==> src/rtl/irqb_pkg.sv <==
package irqb_pkg;
  localparam int unsigned LVL_W    = 3;
  localparam int unsigned REG_W    = 8;
  localparam int unsigned BIT_POL  = 7;
  localparam int unsigned BIT_MODE = 6;
  localparam int unsigned BIT_PEND = 5;
  localparam int unsigned BIT_EN   = 4;
  localparam int unsigned BIT_CLR  = 3;

  typedef struct packed {
    logic             pol;
    logic             edge_m;
    logic             en;
    logic [LVL_W-1:0] lvl;
  } chan_cfg_t;
endpackage

==> src/rtl/irqb_sync.sv <==
module irqb_sync #(
  parameter int unsigned W       = 8,
  parameter int unsigned STAGES  = 2,
  parameter logic        RST_VAL = 1'b1
) (
  input  logic         clk,
  input  logic         rst,
  input  logic [W-1:0] d,
  output logic [W-1:0] q
);
  logic [STAGES-1:0][W-1:0] stg;

  always_ff @(posedge clk) begin
    if (rst) begin
      for (int s = 0; s < int'(STAGES); s++) stg[s] <= {W{RST_VAL}};
    end else begin
      stg[0] <= d;
      for (int s = 1; s < int'(STAGES); s++) stg[s] <= stg[s-1];
    end
  end

  assign q = stg[STAGES-1];
endmodule

==> src/rtl/irqb_channel.sv <==
module irqb_channel
  import irqb_pkg::*;
#(
  parameter logic REQ_IDLE = 1'b1
) (
  input  logic             clk,
  input  logic             rst,
  input  logic             req_s,
  input  logic             wr_sel,
  input  chan_cfg_t        wr_cfg,
  input  logic             wr_clr,
  output logic [REG_W-1:0] rd_byte,
  output logic             active,
  output logic [LVL_W-1:0] act_lvl
);
  chan_cfg_t cfg_q;
  logic      pend_q;
  logic      prev_q;
  logic      rise, fall, hit, req_act, clr_cmd;

  assign rise    = req_s & ~prev_q;
  assign fall    = ~req_s & prev_q;
  assign hit     = cfg_q.pol ? rise : fall;
  assign req_act = cfg_q.pol ? req_s : ~req_s;
  assign clr_cmd = wr_sel & wr_clr & cfg_q.edge_m;

  always_ff @(posedge clk) begin
    if (rst) begin
      cfg_q  <= '0;
      pend_q <= 1'b0;
      prev_q <= REQ_IDLE;
    end else begin
      prev_q <= req_s;
      if (wr_sel) cfg_q <= wr_cfg;
      if (!cfg_q.edge_m)  pend_q <= req_act;
      else if (hit)       pend_q <= 1'b1;
      else if (clr_cmd)   pend_q <= 1'b0;
    end
  end

  always_comb begin
    rd_byte           = '0;
    rd_byte[BIT_POL]  = cfg_q.pol;
    rd_byte[BIT_MODE] = cfg_q.edge_m;
    rd_byte[BIT_PEND] = pend_q;
    rd_byte[BIT_EN]   = cfg_q.en;
    rd_byte[LVL_W-1:0] = cfg_q.lvl;
  end

  assign active  = pend_q & cfg_q.en & (|cfg_q.lvl);
  assign act_lvl = active ? cfg_q.lvl : '0;
endmodule

==> src/rtl/irqb_maxlvl.sv <==
module irqb_maxlvl #(
  parameter int unsigned N  = 8,
  parameter int unsigned LW = 3
) (
  input  logic            clk,
  input  logic            rst,
  input  logic [N*LW-1:0] lvls,
  output logic [LW-1:0]   max_q
);
  logic [LW-1:0] best;

  always_comb begin
    best = '0;
    for (int i = 0; i < int'(N); i++)
      if (lvls[i*LW +: LW] > best) best = lvls[i*LW +: LW];
  end

  always_ff @(posedge clk) begin
    if (rst) max_q <= '0;
    else     max_q <= best;
  end
endmodule

==> src/rtl/irq_ctrl_bank.sv <==
module irq_ctrl_bank
  import irqb_pkg::*;
#(
  parameter int unsigned NUM_CH      = 8,
  parameter int unsigned ADDR_W      = 8,
  parameter int unsigned BASE_ADDR   = 'h10,
  parameter int unsigned SYNC_STAGES = 2,
  parameter logic        REQ_IDLE    = 1'b1
) (
  input  logic                    clk,
  input  logic                    rst,
  input  logic [ADDR_W-1:0]       bus_addr,
  input  logic                    bus_wr,
  input  logic [REG_W-1:0]        bus_wdata,
  output logic [REG_W-1:0]        bus_rdata,
  input  logic [NUM_CH-1:0]       irq_raw,
  output logic [NUM_CH-1:0]       ch_irq,
  output logic [NUM_CH*LVL_W-1:0] ch_lvl,
  output logic [LVL_W-1:0]        top_lvl
);
  localparam int unsigned IDX_W = (NUM_CH > 1) ? $clog2(NUM_CH) : 1;

  logic [ADDR_W-1:0]       off;
  logic                    in_range;
  logic [IDX_W-1:0]        idx;
  logic [NUM_CH-1:0]       req_s;
  logic [NUM_CH-1:0]       act;
  logic [NUM_CH*LVL_W-1:0] act_lvl;
  logic [REG_W-1:0]        ch_rd [NUM_CH];
  chan_cfg_t               wr_cfg;
  logic                    bus_wdata_unused;

  assign off      = bus_addr - ADDR_W'(BASE_ADDR);
  assign in_range = (bus_addr >= ADDR_W'(BASE_ADDR)) && (off < ADDR_W'(NUM_CH));
  assign idx      = off[IDX_W-1:0];

  assign wr_cfg.pol    = bus_wdata[BIT_POL];
  assign wr_cfg.edge_m = bus_wdata[BIT_MODE];
  assign wr_cfg.en     = bus_wdata[BIT_EN];
  assign wr_cfg.lvl    = bus_wdata[LVL_W-1:0];
  assign bus_wdata_unused = bus_wdata[BIT_PEND];

  irqb_sync #(.W(NUM_CH), .STAGES(SYNC_STAGES), .RST_VAL(REQ_IDLE)) u_sync (
    .clk(clk), .rst(rst), .d(irq_raw), .q(req_s)
  );

  for (genvar i = 0; i < int'(NUM_CH); i++) begin : g_ch
    irqb_channel #(.REQ_IDLE(REQ_IDLE)) u_ch (
      .clk     (clk),
      .rst     (rst),
      .req_s   (req_s[i]),
      .wr_sel  (bus_wr && in_range && (idx == IDX_W'(i))),
      .wr_cfg  (wr_cfg),
      .wr_clr  (bus_wdata[BIT_CLR]),
      .rd_byte (ch_rd[i]),
      .active  (act[i]),
      .act_lvl (act_lvl[i*LVL_W +: LVL_W])
    );
  end

  irqb_maxlvl #(.N(NUM_CH), .LW(LVL_W)) u_max (
    .clk(clk), .rst(rst), .lvls(act_lvl), .max_q(top_lvl)
  );

  always_ff @(posedge clk) begin
    if (rst) begin
      bus_rdata <= '0;
      ch_irq    <= '0;
      ch_lvl    <= '0;
    end else begin
      bus_rdata <= in_range ? ch_rd[idx] : '0;
      ch_irq    <= act;
      ch_lvl    <= act_lvl;
    end
  end
endmodule

==> config.mk <==
export PLATFORM = sky130hd
export DESIGN_NAME = irq_ctrl_bank
export DESIGN_NICKNAME = d
export VERILOG_FILES = /design/src/rtl/irqb_pkg.sv /design/src/rtl/irqb_sync.sv /design/src/rtl/irqb_channel.sv /design/src/rtl/irqb_maxlvl.sv /design/src/rtl/irq_ctrl_bank.sv
export SDC_FILE = /design/constraint.sdc
export NUM_CORES = 1
export LEC_CHECK = 0
export ABC_AREA = 1
export BUFFER_PORTS_ARGS = -buffer_cell sky130_fd_sc_hd__buf_2
export CAP_MARGIN = 20
export CORE_AREA = 2 2 147 149
export CTS_CLUSTER_SIZE = 14
export DETAILED_ROUTE_END_ITERATION = 8
export DIE_AREA = 0 0 149 151
export GPL_TIMING_DRIVEN = 1
export PLACE_DENSITY = 0.46
export SLEW_MARGIN = 0
export SYNTH_ARGS = -nofsm -noshare
export SYNTH_HDL_FRONTEND = slang
export SYNTH_SLANG_ARGS = --single-unit
==> constraint.sdc <==
create_clock -name clk -period 8.2 [get_ports clk]
set_input_delay 1.64 -clock clk [delete_from_list [all_inputs] [get_ports clk]]
set_output_delay 1.64 -clock clk [all_outputs]
set_load 0.005 [all_outputs]
==> results of run 1 <==
## repair_timing
item	in CTS	in global routing
resized for setup	0	15
buffers inserted	0	1
endpoints found under the setup margin	0	3
## synth_stat cells
cell and n:
o211ai_1 1, buf_6 4, o21ai_0 47, conb_1 1, nand3_1 42, nor2_1 61, a22oi_1 4, a211oi_1 3
clkbuf_1 17, inv_6 1, nand2_1 109, nor2_8 5, nor3_1 7, o22ai_1 3, a31oi_1 21, nor2_4 1
ha_1 20, buf_2 1, a21oi_1 58, a2111oi_0 2, nor3_2 4, nand2_4 1, nor3b_1 1, o2111ai_1 4
clkinv_1 1, a221oi_1 3, or4_4 1, a31o_2 1, buf_4 5, or3_1 1, a21boi_0 1, or2_2 24
dfxtp_1 122, nand4_1 2, o21ai_1 16, nand3b_1 1, inv_1 89, and2_1 7
## per-layer routing
metal | up-vias | global-route usage, %
met4 | 0 | 4.714
met5 | - | 0
li1 | 2420 | -
met1 | 2032 | 17.71
met3 | 13 | 3.554
met2 | 101 | 19.38
## through the flow
step	setup WS [ns]	cell area, µm²
2_1_floorplan	1.491	5390
3_3_place_gp	0.5014	5956
3_5_place_dp	0.5436	5956
4_1_cts	0.4725	6598
5_1_grt	0.0009237	6668
6_report	0.7079	6668
## cell families after synthesis
logic type,after synthesis,share of synthesized area (%)
AO/OA/AOI/OAI,164,16.90
flip-flops,122,45.31
buffers and inverters,118,9.238
adder cells (fa/ha/maj),20,4.643
other,1,0.06957
AND/OR/NAND/NOR,267,23.84
## worst max-delay path, delay by kind of cell, from the launching register on
family	cells	cell delay, ns
adder cells (fa/ha/maj)	7	1.99
flip-flops	1	0.37
AO/OA/AOI/OAI	10	1.29
AND/OR/NAND/NOR	29	3.00
buffers and inverters	10	0.75
## final cells by class
class / count / area, µm² / area share, %
clock buffer: 26 / 509.2 / 7.637
clock inverter: 6 / 132.6 / 1.989
inverter: 91 / 346.6 / 5.198
multi-input combinational: 452 / 2506 / 37.59
sequential: 122 / 2449 / 36.72
tap: 275 / 344.1 / 5.160
timing repair buffer: 73 / 380.4 / 5.705
## power groups by stage
stage / logic (mW) / registers [mW] / clock network [mW]
2_1_floorplan: 0.0270 / 0.615 / 0
3_3_place_gp: 0.0453 / 0.616 / 0
3_5_place_dp: 0.0454 / 0.616 / 0
4_1_cts: 0.0456 / 0.603 / 0.828
5_1_grt: 0.0495 / 0.603 / 0.857
6_report: 0.0449 / 0.603 / 0.811
## state kept, by name (all words and copies together), names as in the netlist
name / cells
bus_rdata: 7
ch_irq: 8
ch_lvl: 24
g_ch.u_ch.pend_q: 8
g_ch.u_ch.prev_q: 8
g_ch.u_ch.rd_byte: 48
u_max.max_q: 3
u_sync.q: 8
u_sync.stg: 8
## final timing paths
path / end / depth (start not counted) / from / slack, ns
max reg2reg: u_max.max_q[1] / 56 / g_ch[1].u_ch.rd_byte[4] / 0.71
max: u_max.max_q[1] / 56 / g_ch[1].u_ch.rd_byte[4] / 0.71
min: u_sync.q[1] / 1 / u_sync.stg[1] / 0.41
min reg2reg: u_sync.q[1] / 1 / u_sync.stg[1] / 0.41
==> metrics.txt, run 1 <==
final count of hold timing violations=0; fmax=133.5 MHz; cell internal pwr=1.162 mW; CORE AREA=0.02082 mm²; most frequent cells in the layout=117 x dfxtp_1, 107 x nand2_1, 89 x inv_1, 67 x buf_2, 61 x nor2_1; Fin Hold WS=0.4063 ns; antenna cells=0; area leader, netlist=dfxtp_1; Final GP Congestion=0.7803; share of layout cells above drive strength 1=about a fifth; Die H=151 µm; Arr. time, crit path=7.81 ns; drt initial violations=243; CTS sink count=about 120; Starting Density=25.89%; clock share of power=55.6%; run status=finished clean; clk buf depth=2; DIE WIDTH=between 100 and 150 µm; cell mode on critical path=nand2_1; Max IR drop VDD=0.1310 mV; slew margin rel.=46.26%; Setup TNS=0 ns; Post-Synthesis Cells=692; CTS tree=yes; wire length on met3=633 µm; Slew @ Worst Pin=0.8018 ns; DRC viols=0; Cell Count, Final, Fillers Out=1,045; Crit path required time=8.52 ns; Final ANT Viol Nets=0; P&R area growth vs syn=23.70%; clk_lat worst skew=0.42 ns; hold_buf cts=0; CTS clk-pin slew, worst paths=approximately 0.060 ns; Via Count=around 4,600; Yosys cell types=38; RSZ-0062 raised after global routing=no; DRT Wirelength=14.04 mm; Power Total=1.459 mW; combinational share of power=3.1%; antenna violations before repair=0; Final Util=32.02%; Placed Instances=1,012; Ports=70; largest net degree at the start of global routing=69; num rows=53; max incr delay on CP=0.37 ns; critical path type=reg2reg; synthesized net count=739; wire per inst=between 10 and 15 µm; CTS H-tree lvls=4; final setup fails=0; Worst Hold Class=reg2reg; met1 wire length=between 7 and 8 mm; nets@finish=804; Synth top area share=a little under half; crit path time final=7.492 ns; most common cell after layout, fill and taps aside=dfxtp_1; GRT Resource Usage Total=12.91%; top layer reached by signal wires=met4; clock skew=0.008651 ns; filler cell count in the final layout=2,281; Seq cells post-synth=122; metal2 WL=5.924 mm; I/O Buffers=67; Avg Cell Area, Syn=between 7 and 8 µm²; register area share after synthesis=45.31%; synthesized cell area=about 0.0054 mm²; top cells by area, synth=dfxtp_1 45%, nand2_1 7.6%, inv_1 6.2%; DR vias/cell=4.369; final slew viol count=0; DP Wirelength=9.849 mm; crit start category=register; Final period util=91.37%; root buffer cell=clkbuf_16; PwrDens=218.9 mW/mm²; vias in the first global route=4,263; critical path fanouts, max=5; slowest cell on the critical path=dfxtp_2; switching pwr=0.2977 mW; Overflow after GRT=0; first-pass GRT wire length=roughly 22 mm; die area=roughly 0.022 mm²; Max Cap Viol=0; power share of the sequential group=between 40 and 50%; First-pass DRT Iterations=5; Net Sw Frac=between 20% and 30%; total leakage power=2.797 nW; Yosys warning count=0; total CTS buffers=17; Setup crit end kind=register
Note: power is estimated with default switching activity, not from simulation.
==> run 2: changes to the inputs <==
- CELL_PAD_IN_SITES_DETAIL_PLACEMENT: not set -> 0
- CELL_PAD_IN_SITES_GLOBAL_PLACEMENT: not set -> 1
- PLACE_DENSITY: 0.46 -> 0.57
==> run 2 against run 1 <==
Non-clock buffer count grew 1. Clock-buffer cell count shrank 3. Wire length grew 1.8%. Hold slack lost 0.0018 ns. Sequential share of layout area grew 0.31 points. Global-route usage grew 0.46 points. Largest cell class unchanged. Highest routed layer unchanged.
==> metrics.txt, run 2 (same netlist as run 1, synthesis figures left out) <==
antenna cells=0 (unchanged); die area=0.02250 mm² (unchanged); crit path time final=7.420 ns (-0.07253 ns); drt initial violations=222 (-8.6%); num rows=53 (unchanged); critical path fanouts, max=4 (-1); CTS tree=yes; slew margin rel.=44.02% (-2.2 points); I/O Buffers=67 (unchanged); DP Worst Slack=0.4588 ns (-0.08482 ns); Worst Hold Class=reg2reg; GRT Resource Usage Total=13.37% (+0.46 points); First-pass DRT Iterations=4 (-1); critical path type=reg2reg; DRC viols=0 (unchanged); CTS clk-pin slew, worst paths=0.05 ns (about the same); CTS sink count=122 (unchanged); cell mode on critical path=nand2_1; Setup crit end kind=register; clock skew=0.01728 ns (+0.008626 ns); DR vias/cell=4.329 (-0.92%); most common cell after layout, fill and taps aside=dfxtp_1; storage element area=0.002451 mm² (+0.10%); share of layout cells above drive strength 1=20.78% (+0.91 points); clk_lat worst skew=0.42 ns (about the same); largest net degree at the start of global routing=69 (unchanged); DIE WIDTH=149 µm (unchanged); first-pass GRT wire length=22.97 mm (+4.4%); CTS H-tree lvls=4 (unchanged); hold_buf cts=0 (unchanged); Final ANT Viol Nets=0 (unchanged); filler cell count in the final layout=2,303 (+0.96%); final setup fails=0 (unchanged); Slew @ Worst Pin=0.8352 ns (+0.03338 ns); P&R area growth vs syn=22.79%; max FFs per register=48 (unchanged); Power Total=1.362 mW (-6.7%); most frequent cells in the layout=117 x dfxtp_1, 103 x nand2_1, 86 x inv_1, 67 x buf_2, 60 x nor2_1; setup ws final=0.7805 ns (+0.07253 ns); Overflow after GRT=0 (unchanged); DP Wirelength=10.08 mm (+2.3%); Fin Hold WS=0.4045 ns (-0.001767 ns); final slew viol count=0 (unchanged); vias in the first global route=4,347 (+2.0%); total leakage power=2.760 nW (-1.3%); DRT Wirelength=14.29 mm (+1.8%); Final GP Congestion=0.7408 (-5.1%); Via Count=4,524 (-0.92%); Die H=151 µm (unchanged); root buffer cell=clkbuf_16; Setup TNS=0 ns (unchanged); Max IR drop VDD=0.1363 mV (+4.0%); Ports=70 (unchanged); Starting Density=25.89% (unchanged); antenna violations before repair=0 (unchanged); nets@finish=805 (+0.12%); clk buf depth=2 (unchanged); crit start category=register; max incr delay on CP=0.38 ns (about the same); total CTS buffers=17 (unchanged); slowest cell on the critical path=dfxtp_1; Max Cap Viol=0 (unchanged); final count of hold timing violations=0 (unchanged); Final period util=90.48% (-0.88 points); run status=finished clean; area occupied by multi-input gates=0.002526 mm² (+0.80%); Final Util=31.79% (-0.23 points); Arr. time, crit path=7.72 ns (-0.09 ns); CORE AREA=0.02082 mm² (unchanged); Crit path required time=8.50 ns (-0.02 ns); fmax=134.8 MHz (+0.98%); PwrDens=205.7 mW/mm² (-6.0%); wire per inst=13.68 µm (+1.8%)
run 2: final cells by class:
type	instances	area share, %
Tap cell	275	5.198
Multi-Input combinational cell	452	38.17
Clock buffer	23	7.070
Timing Repair Buffer	74	5.860
Inverter	91	5.236
Clock inverter	8	1.437
Sequential cell	122	37.03
run 2: critical path: cells and delay by family, from the launching register on:
| family | cells | cell delay (ns) |
|---|---|---|
| AND/OR/NAND/NOR | 29 | 3.00 |
| adder cells (fa/ha/maj) | 7 | 1.94 |
| AO/OA/AOI/OAI | 10 | 1.26 |
| buffers and inverters | 10 | 0.71 |
| flip-flops | 1 | 0.38 |
run 2: worst paths after layout:
path                                         startpoint             end  slack, ns  cells after the start
worst min-delay path                      u_sync.stg[5]     u_sync.q[5]       0.40                      1
worst max-delay path            g_ch[1].u_ch.rd_byte[2]  u_max.max_q[2]       0.78                     56
worst max register to register  g_ch[1].u_ch.rd_byte[2]  u_max.max_q[2]       0.78                     56
worst min register to register            u_sync.stg[5]     u_sync.q[5]       0.40                      1
run 2: layer usage:
metal / GRT usage, % / wire length, µm
met5: 0 / 0
met4: 4.429 / 57
met2: 20.16 / 6317
met1: 18.57 / 7272
met3: 3.464 / 647
run 2: where the power goes:
group | total [mW] | internal, mW | leakage (nW) | switching (mW)
clock | 0.714 | 0.459 | 0.273 | 0.255
combinational | 0.0443 | 0.0131 | 1.50 | 0.0312
sequential | 0.603 | 0.600 | 0.991 | 0.00356
total | 1.36 | 1.07 | 2.76 | 0.290
run 2: through the flow:
| stage | area (µm²) | cells |
|---|---|---|
| floorplan | 5390 | 692 |
| global placement | 5948 | 1011 |
| detailed placement | 5948 | 1011 |
| CTS | 6511 | 1042 |
| global route | 6619 | 1045 |
| finish | 6619 | 1045 |
run 2: repair_timing:
action                                  in CTS  in global routing
endpoints found under the hold margin        0                  0
setup buffers                                0                  3
resized for setup                            0                 23
endpoints found under the setup margin       0                  3
